`src/rtl/sbox_pkg.sv`:
```
package sbox_pkg;
    localparam int BW = 8;
    localparam logic [BW-1:0] RED_POLY = 8'h1B;

    function automatic logic [BW-1:0] gf_mul(input logic [BW-1:0] a, input logic [BW-1:0] b);
        logic [BW-1:0] acc;
        logic [BW-1:0] sh;
        acc = '0;
        sh  = a;
        for (int k = 0; k < BW; k++) begin
            if (b[k]) acc = acc ^ sh;
            sh = sh[BW-1] ? ({sh[BW-2:0], 1'b0} ^ RED_POLY) : {sh[BW-2:0], 1'b0};
        end
        return acc;
    endfunction

    function automatic logic [BW-1:0] gf_sq(input logic [BW-1:0] a);
        return gf_mul(a, a);
    endfunction
endpackage

```
`src/rtl/sbox_entry_lin.sv`:
```
module sbox_entry_lin
    import sbox_pkg::*;
#(
    parameter logic [7:0] REV_CONST = 8'h05
) (
    input  logic [BW-1:0] data_i,
    input  logic          inv_i,
    output logic [BW-1:0] oper_o
);
    localparam int TAP_A = 2;
    localparam int TAP_B = 5;
    localparam int TAP_C = 7;

    logic [BW-1:0] unmix;

    for (genvar i = 0; i < BW; i++) begin : g_unmix
        localparam int IA = (i + TAP_A) % BW;
        localparam int IB = (i + TAP_B) % BW;
        localparam int IC = (i + TAP_C) % BW;
        if (REV_CONST[i]) begin : g_xn
            assign unmix[i] = ~(data_i[IA] ^ data_i[IB] ^ data_i[IC]);
        end else begin : g_x
            assign unmix[i] = data_i[IA] ^ data_i[IB] ^ data_i[IC];
        end
    end

    assign oper_o = inv_i ? unmix : data_i;

    always_comb begin
        if (inv_i && data_i == 8'h63) begin
            p_unmix_zero_r4: assert (oper_o == 8'h00);
        end
    end
endmodule

```
`src/rtl/sbox_core_inv.sv`:
```
module sbox_core_inv
    import sbox_pkg::*;
(
    input  logic [BW-1:0] oper_i,
    output logic [BW-1:0] recip_o
);
    logic [BW-1:0] p2, p3, p12, p14, p15, p240;

    always_comb begin
        p2   = gf_sq(oper_i);
        p3   = gf_mul(p2, oper_i);
        p12  = gf_sq(gf_sq(p3));
        p14  = gf_mul(p12, p2);
        p15  = gf_mul(p12, p3);
        p240 = gf_sq(gf_sq(gf_sq(gf_sq(p15))));
        recip_o = gf_mul(p240, p14);
    end

    always_comb begin
        if (oper_i == '0) begin
            p_core_zero_r7: assert (recip_o == '0);
        end else begin
            p_core_unit_r7: assert (gf_mul(oper_i, recip_o) == 8'h01);
        end
    end
endmodule

```
`src/rtl/sbox_exit_lin.sv`:
```
module sbox_exit_lin
    import sbox_pkg::*;
#(
    parameter logic [7:0] FWD_CONST = 8'h63
) (
    input  logic [BW-1:0] recip_i,
    input  logic          inv_i,
    output logic [BW-1:0] data_o
);
    logic [BW-1:0] mixed;

    for (genvar i = 0; i < BW; i++) begin : g_mix
        localparam int I4 = (i + 4) % BW;
        localparam int I5 = (i + 5) % BW;
        localparam int I6 = (i + 6) % BW;
        localparam int I7 = (i + 7) % BW;
        if (FWD_CONST[i]) begin : g_xn
            assign mixed[i] = ~(recip_i[i] ^ recip_i[I4] ^ recip_i[I5] ^ recip_i[I6] ^ recip_i[I7]);
        end else begin : g_x
            assign mixed[i] = recip_i[i] ^ recip_i[I4] ^ recip_i[I5] ^ recip_i[I6] ^ recip_i[I7];
        end
    end

    assign data_o = inv_i ? recip_i : mixed;
endmodule

```
`src/rtl/sbox_bidir.sv`:
```
module sbox_bidir
    import sbox_pkg::*;
(
    input  logic [7:0] byte_in,
    input  logic       dir_inv,
    output logic [7:0] byte_out
);
    logic [BW-1:0] core_in;
    logic [BW-1:0] core_out;

    sbox_entry_lin #(.REV_CONST(8'h05)) u_entry (
        .data_i (byte_in),
        .inv_i  (dir_inv),
        .oper_o (core_in)
    );

    sbox_core_inv u_core (
        .oper_i  (core_in),
        .recip_o (core_out)
    );

    sbox_exit_lin #(.FWD_CONST(8'h63)) u_exit (
        .recip_i (core_out),
        .inv_i   (dir_inv),
        .data_o  (byte_out)
    );

    always_comb begin
        if (!dir_inv && byte_in == 8'h00) begin
            p_fwd_zero_r3: assert (byte_out == 8'h63);
        end
        if (dir_inv && byte_in == 8'h63) begin
            p_inv_zero_r4: assert (byte_out == 8'h00);
        end
        if (dir_inv) begin
            p_inv_passes_core_r2: assert (byte_out == core_out);
        end
    end
endmodule

```
`config.mk`:
```
export PLATFORM = sky130hd
export DESIGN_NAME = sbox_bidir
export DESIGN_NICKNAME = d
export VERILOG_FILES = /design/src/rtl/sbox_pkg.sv /design/src/rtl/sbox_entry_lin.sv /design/src/rtl/sbox_core_inv.sv /design/src/rtl/sbox_exit_lin.sv /design/src/rtl/sbox_bidir.sv
export SDC_FILE = /design/constraint.sdc
export NUM_CORES = 1
export LEC_CHECK = 0
export ABC_AREA = 1
export BUFFER_PORTS_ARGS = -buffer_cell sky130_fd_sc_hd__buf_2
export CAP_MARGIN = 15
export CORE_MARGIN = 10
export CORE_UTILIZATION = 30
export DETAILED_ROUTE_END_ITERATION = 8
export PLACE_DENSITY = 0.51
export SLEW_MARGIN = 0
export SYNTH_ARGS = -nofsm -noshare
export SYNTH_HDL_FRONTEND = slang
export SYNTH_HIERARCHICAL = 1
export SYNTH_SLANG_ARGS = --single-unit
```
`constraint.sdc`:
```
create_clock -name vclk -period 33
set_clock_uncertainty 0.05 [all_clocks]
set_input_delay 4.95 -clock vclk [all_inputs]
set_output_delay 4.95 -clock vclk [all_outputs]
set_load 0.01 [all_outputs]
```
### Yosys cells after proc, flatten, opt, wreduce, memory -nomap -nowiden

Index checks and enable logic that the tools add are counted.

* flip-flop bits (word level): 0
* output and inout port bits: 8
* word-level logic and storage cells: 357

* muxes and demuxes: 160
* bitwise logic cells: 197

Operators with widths (count)
* 8-bit two-way mux: 90
* 8-bit XOR: 77
* 5-bit two-way mux: 70
* 4-bit inverter: 70
* 1-bit XOR: 44
* 1-bit inverter: 6

### Longest topological paths before layout

Gate-level depths: netlist of run 1.

* word-level depth: 170
* depth in mapped cells: 157
* mapped depth without buffers: 151

### By module

The synthesis of run 1 kept the hierarchy.

Modules (own cells, without submodules)
* sbox_core_inv: cells an instance 3501, area an instance 16374.5 um2, instances 1
* sbox_exit_lin: cells an instance 100, area an instance 478.0 um2, instances 1
* sbox_entry_lin: cells an instance 68, area an instance 292.8 um2, instances 1

### Worst setup path after synthesis of run 1

No wires, ideal clock.

* kind: input to output
* from: input dir_inv
* to: output byte_out[7]
* path slack: 9.833 ns
* data arrival time: 18.167 ns
* stages: 131
* cells stage by stage: clkbuf_8 -> inv_1 -> nand2_1 -> nand2_1 -> ha_1 -> inv_1 -> nand2_1 -> nand3_2 -> nand2_1 -> nand3_1 -> nand2_1 -> nand2_1 -> inv_2 -> nor2_2 -> buf_4 -> nand3_1 -> nand2_4 -> nand2_1 -> (+95 left out) -> nand2_2 -> nand2_4 -> inv_4 -> nand2_1 -> nand3_1 -> nand2_2 -> nand2_1 -> xor2_1 -> nand2_1 -> inv_1 -> nor2_1 -> buf_2 -> inv_1 -> nand2_1 -> nand3_1 -> nand3_1 -> nand3_1 -> nand2_1

RTL lines
* start: declaration: RTL line sbox_bidir.sv:5 `input logic dir_inv,`
* 8-bit two-way mux (*): RTL line sbox_entry_lin.sv:27 `assign oper_o = inv_i ? unmix : data_i;`
* named net core_in[7]: RTL line sbox_bidir.sv:8 `logic [BW-1:0] core_in;`
* 5-bit two-way mux or 8-bit two-way mux (tied branches): RTL line sbox_pkg.sv:12, sbox_pkg.sv:11
* 8-bit XOR: RTL line sbox_pkg.sv:11 `if (b[k]) acc = acc ^ sh;`
* 8-bit two-way mux: RTL line sbox_pkg.sv:11
* 8-bit XOR: RTL line sbox_pkg.sv:11
* 8-bit two-way mux: RTL line sbox_pkg.sv:11
* 8-bit XOR: RTL line sbox_pkg.sv:11
* (+141 left out)
* 8-bit two-way mux: RTL line sbox_pkg.sv:11
* 8-bit XOR: RTL line sbox_pkg.sv:11
* 8-bit two-way mux: RTL line sbox_pkg.sv:11
* 8-bit XOR: RTL line sbox_pkg.sv:11
* 8-bit two-way mux (*): RTL line sbox_pkg.sv:11
* named net core_out[5]: RTL line sbox_bidir.sv:9 `logic [BW-1:0] core_out;`
* 1-bit XOR (*) (2 in a row): RTL line sbox_exit_lin.sv:20 `assign mixed[i] = recip_i[i] ^ recip_i[I4] ^ recip_i[I5] ^ recip_i[I6] ^ recip_i[I7];`
* 8-bit two-way mux (*): RTL line sbox_exit_lin.sv:24 `assign data_o = inv_i ? recip_i : mixed;`
* end: declaration: RTL line sbox_bidir.sv:6 `output logic [7:0] byte_out`

Mark *: on every way through the listed nets, which the timed path passes. The rest lies on a longest branch.

### Worst setup path in the final report of run 1

* from: input dir_inv
* to: output byte_out[0]

RTL lines
* 8-bit two-way mux (*): RTL line sbox_entry_lin.sv:27
* named net core_in[0]: RTL line sbox_bidir.sv:8
* 4-bit inverter (no source line) or 8-bit two-way mux (tied branches)
* 5-bit two-way mux or 8-bit XOR (tied branches): RTL line sbox_pkg.sv:12, sbox_pkg.sv:11
* 8-bit XOR or 8-bit two-way mux (tied branches): RTL line sbox_pkg.sv:11
* 8-bit two-way mux or 8-bit XOR (tied branches): RTL line sbox_pkg.sv:11
* 8-bit XOR or 8-bit two-way mux (tied branches): RTL line sbox_pkg.sv:11
* 8-bit two-way mux or 8-bit XOR (tied branches): RTL line sbox_pkg.sv:11
* (+142 left out)
* 8-bit XOR: RTL line sbox_pkg.sv:11
* 8-bit two-way mux: RTL line sbox_pkg.sv:11
* 8-bit XOR: RTL line sbox_pkg.sv:11
* 8-bit two-way mux (*): RTL line sbox_pkg.sv:11
* named net core_out[5]: RTL line sbox_bidir.sv:9
* 1-bit XOR (*) (3 in a row): RTL line sbox_exit_lin.sv:18 `assign mixed[i] = ~(recip_i[i] ^ recip_i[I4] ^ recip_i[I5] ^ recip_i[I6] ^ recip_i[I7]);`
* 1-bit inverter (*): RTL line sbox_exit_lin.sv:18
* 8-bit two-way mux (*): RTL line sbox_exit_lin.sv:24

Marks and branches as above.

==> run_results.csv, run 1 <==
group,metric,value,unit
outcome,status,"finished clean",
global_routing,antenna_found_initial,0,
routing,wl_per_cell,12.5,um
routing,via_count,21200,
routing,wl,54.7,mm
final_layout,seq_cells,0,
die,core-area,0.0565,mm2
clock_tree,cts.repair.resized,0,
hold_path,hold_path_class,"input port to output port",
clock_tree,hold_buffers,0,
routing,firstDrtPassIters,5,
clock_tree,cts_setup_buffers,0,
worst_setup_path,cp.required,28.00,ns
synthesis,synth_area,0.0171,mm2
final_layout,fill_cells,6563,
die,initial_core_util,0.303,
timing,rsz0062_at_grt,"no",
placement,io_buffers,17,
timing,tightest_slew,0.933,ns
synthesis,ys_warn_count,6,
final_layout,multi_input_area,0.0146,mm2
final_layout,nets,3633,
worst_setup_path,cp_top_family,"simple AND/OR/NAND/NOR gates",
final_layout,clkbuf_count,0,
hold_path,holdCritStartpoint,"dir_inv",
timing,setup_viol,0,
global_routing,grt_overflow,0,
worst_setup_path,crit_path_frequent_cell,"nand2_1",
worst_setup_path,critPathCaptureType,"output port",
global_routing,grt_pass1_vias,18800,
synthesis,syn_inst,3669,
final_layout,num_antenna_cells,0,
routing,viasPerCell,4.84,
timing,tns,0,ns
final_layout,layout_commonest_cell,"nand2_1",
worst_setup_path,critical_path.startpoint,"dir_inv",
final_layout,design_area,0.0176,mm2
global_routing,grt_pass1_wl,92.4,mm
routing,drcViolationCount,0,
final_layout,final_cell_mix,"nand2_1 (1664), nand3_1 (689), inv_1 (344), nor2_1 (204), nand2_2 (159)",
die,dieArea,0.0671,mm2
die,rows,87,
timing,slew_headroom,0.377,
timing,finalCritPeriodShare,0.828,
die,io_pins,17,
final_layout,syn_to_final_growth,2.74,%
synthesis,synth.distinct_cells,40,
routing,ant_nets,0,
die,dieHeight,259,um
global_routing,globalRouteTotalUtil,0.158,
worst_setup_path,critPathLaunchType,"input port",
worst_setup_path,crit_slowest_cell,"ha_1",
worst_setup_path,worstPathArrival,22.32,ns
placement,dpl-instance-area,0.0176,mm2
placement,gp_congestion,0.890,
worst_setup_path,cpPeakStageDelay,0.56,ns
final_layout,drive_above_1_share,0.118,
placement,dp_hpwl,44.3,mm
routing,drt_iter0_markers,1597,
timing,max_clock_freq,36.6,MHz
worst_setup_path,crit_fanout,24,
synthesis,synth_area_per_cell,4.67,um2
synthesis,ys_seq_area_frac,0,
final_layout,seq_area,0,um2
worst_setup_path,setup.worst_path.class,"input port to output port",
timing,period_needed,27.32,ns
worst_setup_path,crit_buf_inv,19,
global_routing,grt_max_degree,31,
die,die_w,259,um
flow_run,cap_violations,0,
timing,finalHoldViolations,0,
timing,slew_violations,0,
synthesis,synth_nets,3685,
## layout make-up
class	count	area share
inverters	505	0.109
multi-input cells	3087	0.830
repair buffers	23	0.00739
well taps	756	0.0537
## synthesized netlist by cell type (all sizes together) (3+ instances only)
cell type / number / area [um2]
or2: 5 / 31.3
o21bai: 7 / 52.6
inv: 484 / 1850
nand2: 1866 / 7760
xor2: 76 / 711
o21ai: 33 / 165
clkinv: 21 / 78.8
ha: 7 / 87.6
a21oi: 25 / 129
nand4: 39 / 244
nor2: 214 / 843
nand3b: 34 / 255
clkbuf: 3 / 25.0
buf: 74 / 582
nand3: 736 / 3940
xnor2: 39 / 349
o211ai: 4 / 30.0
## path summary, 6_finish.rpt
check / end / depth (start not counted)
max: byte_out[0] / 118
min: byte_out[3] / 4
## per-stage QoR
step / utilization / setup slack (ns) / hold slack (ns) / cells
after floorplan: - / 9.83 / 10.08 / 3669
after global placement: 0.312 / 6.15 / 10.32 / 4371
after detailed placement: 0.312 / 6.01 / 10.33 / 4371
after CTS: 0.312 / 5.95 / 10.33 / 4371
after global routing: 0.312 / 3.60 / 10.39 / 4371
final: 0.312 / 5.68 / 10.33 / 4371
## metal layers
layer | GRT usage | wire length [um] | vias up
li1 | - | - | 11400
met1 | 0.216 | 26100 | 9202
met2 | 0.275 | 25100 | 528
met3 | 0.00418 | 2480 | 76
met4 | 0.0253 | 936 | 0
met5 | 0 | 0 | -
## logic make-up after synthesis
logic type,share of synthesized area
XOR/XNOR,0.0618
AO/OA/AOI/OAI,0.0224
AND/OR/NAND/NOR,0.763
buffers and inverters,0.148
adder cells (fa/ha/maj),0.00511
Power of run 1 is left out: the tool's default activity adds up to more than one toggle a clock period on the data nets, which glitch-free logic cannot reach.
==> inputs of run 2 (changes only) <==
- clock period: 33 -> 25.8 ns (I/O delays scaled with it)
==> run 2 against run 1 <==
Compared with the run above:
- non-clock buffer count grew 2
- sequential share of layout area is the same
- flip-flop and latch count is the same
- highest routed layer unchanged
- critical path depth grew 5
- final area grew 0.56%
- die area is the same
- hold slack lost 2.2 ns
- global-route usage shrank 0.27 points
- critical path type unchanged
==> run_results.csv, run 2 (same netlist as run 1, synthesis figures left out) <==
group,metric,value,unit
outcome,status,"finished clean",
routing,viasPerCell,4.86,
die,core-area,0.0565,mm2
final_layout,layout_commonest_cell,"nand2_1",
final_layout,num_antenna_cells,0,
worst_setup_path,crit_slowest_cell,"ha_1",
placement,dp_hpwl,44.1,mm
final_layout,multi_input_area,0.0147,mm2
die,die_w,259,um
final_layout,nets,3635,
worst_setup_path,crit_fanout,21,
timing,slew_violations,0,
die,initial_core_util,0.303,
final_layout,final_cell_mix,"nand2_1 (1657), nand3_1 (689), inv_1 (344), nor2_1 (203), nand2_2 (164)",
final_layout,seq_area,0,um2
global_routing,grt_overflow,0,
placement,io_buffers,17,
hold_path,hold_path_class,"input port to output port",
global_routing,globalRouteTotalUtil,0.155,
clock_tree,cts_setup_buffers,0,
global_routing,grt_max_degree,29,
global_routing,grt_pass1_wl,90.6,mm
worst_setup_path,critPathLaunchType,"input port",
timing,rsz0062_at_grt,"no",
global_routing,antenna_found_initial,0,
timing,finalCritPeriodShare,0.928,
worst_setup_path,crit_path_frequent_cell,"nand2_1",
worst_setup_path,worstPathArrival,20.03,ns
die,dieHeight,259,um
timing,slew_headroom,0.437,
final_layout,drive_above_1_share,0.122,
final_layout,syn_to_final_growth,3.31,%
flow_run,cap_violations,0,
timing,tightest_slew,0.842,ns
worst_setup_path,critPathCapture,"byte_out[5]",
timing,setup_viol,0,
routing,via_count,21300,
worst_setup_path,critical_path.startpoint,"dir_inv",
die,dieArea,0.0671,mm2
routing,drcViolationCount,0,
placement,gp_congestion,0.924,
worst_setup_path,cp.required,21.88,ns
final_layout,clkbuf_count,0,
routing,wl,54.2,mm
die,rows,87,
worst_setup_path,setup.worst_path.class,"input port to output port",
timing,tns,0,ns
routing,firstDrtPassIters,6,
final_layout,seq_cells,0,
global_routing,grt_pass1_vias,18300,
timing,max_clock_freq,41.8,MHz
final_layout,fill_cells,6576,
die,io_pins,17,
routing,ant_nets,0,
timing,finalHoldViolations,0,
worst_setup_path,critPathCaptureType,"output port",
routing,wl_per_cell,12.4,um
routing,drt_iter0_markers,1516,
worst_setup_path,cpPeakStageDelay,0.45,ns
timing,period_needed,23.95,ns
==> run 2: changes by cell type in the layout (fill, tap and decap cells not counted), sizes merged <==
cell / delta
buf: +2
clkinv: +1
inv: -1
==> run 2: how the worst min path moves through the flow <==
stage,startpoint,endpoint,slack [ns],depth (start not counted)
final,dir_inv,byte_out[3],8.17,4
after floorplan,dir_inv,byte_out[3],7.92,3
after global routing,dir_inv,byte_out[7],8.22,4
after global placement,dir_inv,byte_out[3],8.17,4
after detailed placement,dir_inv,byte_out[3],8.18,4
after CTS,dir_inv,byte_out[3],8.18,4
==> run 2: metal layers <==
metal / up-vias / routed length (um) / track usage
met1: 9248 / 26100 / 0.217
met5: - / 0 / 0
li1: 11400 / - / -
met4: 0 / 873 / 0.0268
met3: 64 / 2940 / 0.00797
met2: 590 / 24300 / 0.260
==> run 2: worst max-delay path: cells and delay by family <==
kind / cells / cell delay, ns
simple gates: 94 / 10.46
fa+ha+maj: 6 / 2.07
buf+inv: 21 / 3.15
compound gates: 2 / 0.43
==> run 2: cell type report <==
type,instances,share of cell area
multi-input cells,3087,0.829
inverters,505,0.109
repair buffers,25,0.00819
well taps,756,0.0534
==> run 2: stage by stage <==
stage | instance area, um2 | instances | util | hold slack, ns | worst slack [ns]
6_report | 17700 | 4373 | 0.314 | 8.17 | 1.85
5_1_grt | 17700 | 4373 | 0.314 | 8.22 | 0.0271
4_1_cts | 17600 | 4373 | 0.312 | 8.18 | 1.06
3_5_place_dp | 17600 | 4373 | 0.312 | 8.18 | 1.09
3_3_place_gp | 17600 | 4373 | 0.312 | 8.17 | 1.25
2_1_floorplan | 17100 | 3669 | - | 7.92 | 4.79
==> run 2: repair_timing <==
item | CTS | global route
setup endpoints to repair | 0 | 8
resized for setup | 0 | 22
hold buffers | 0 | 0
Power of run 2 is left out for the same reason.
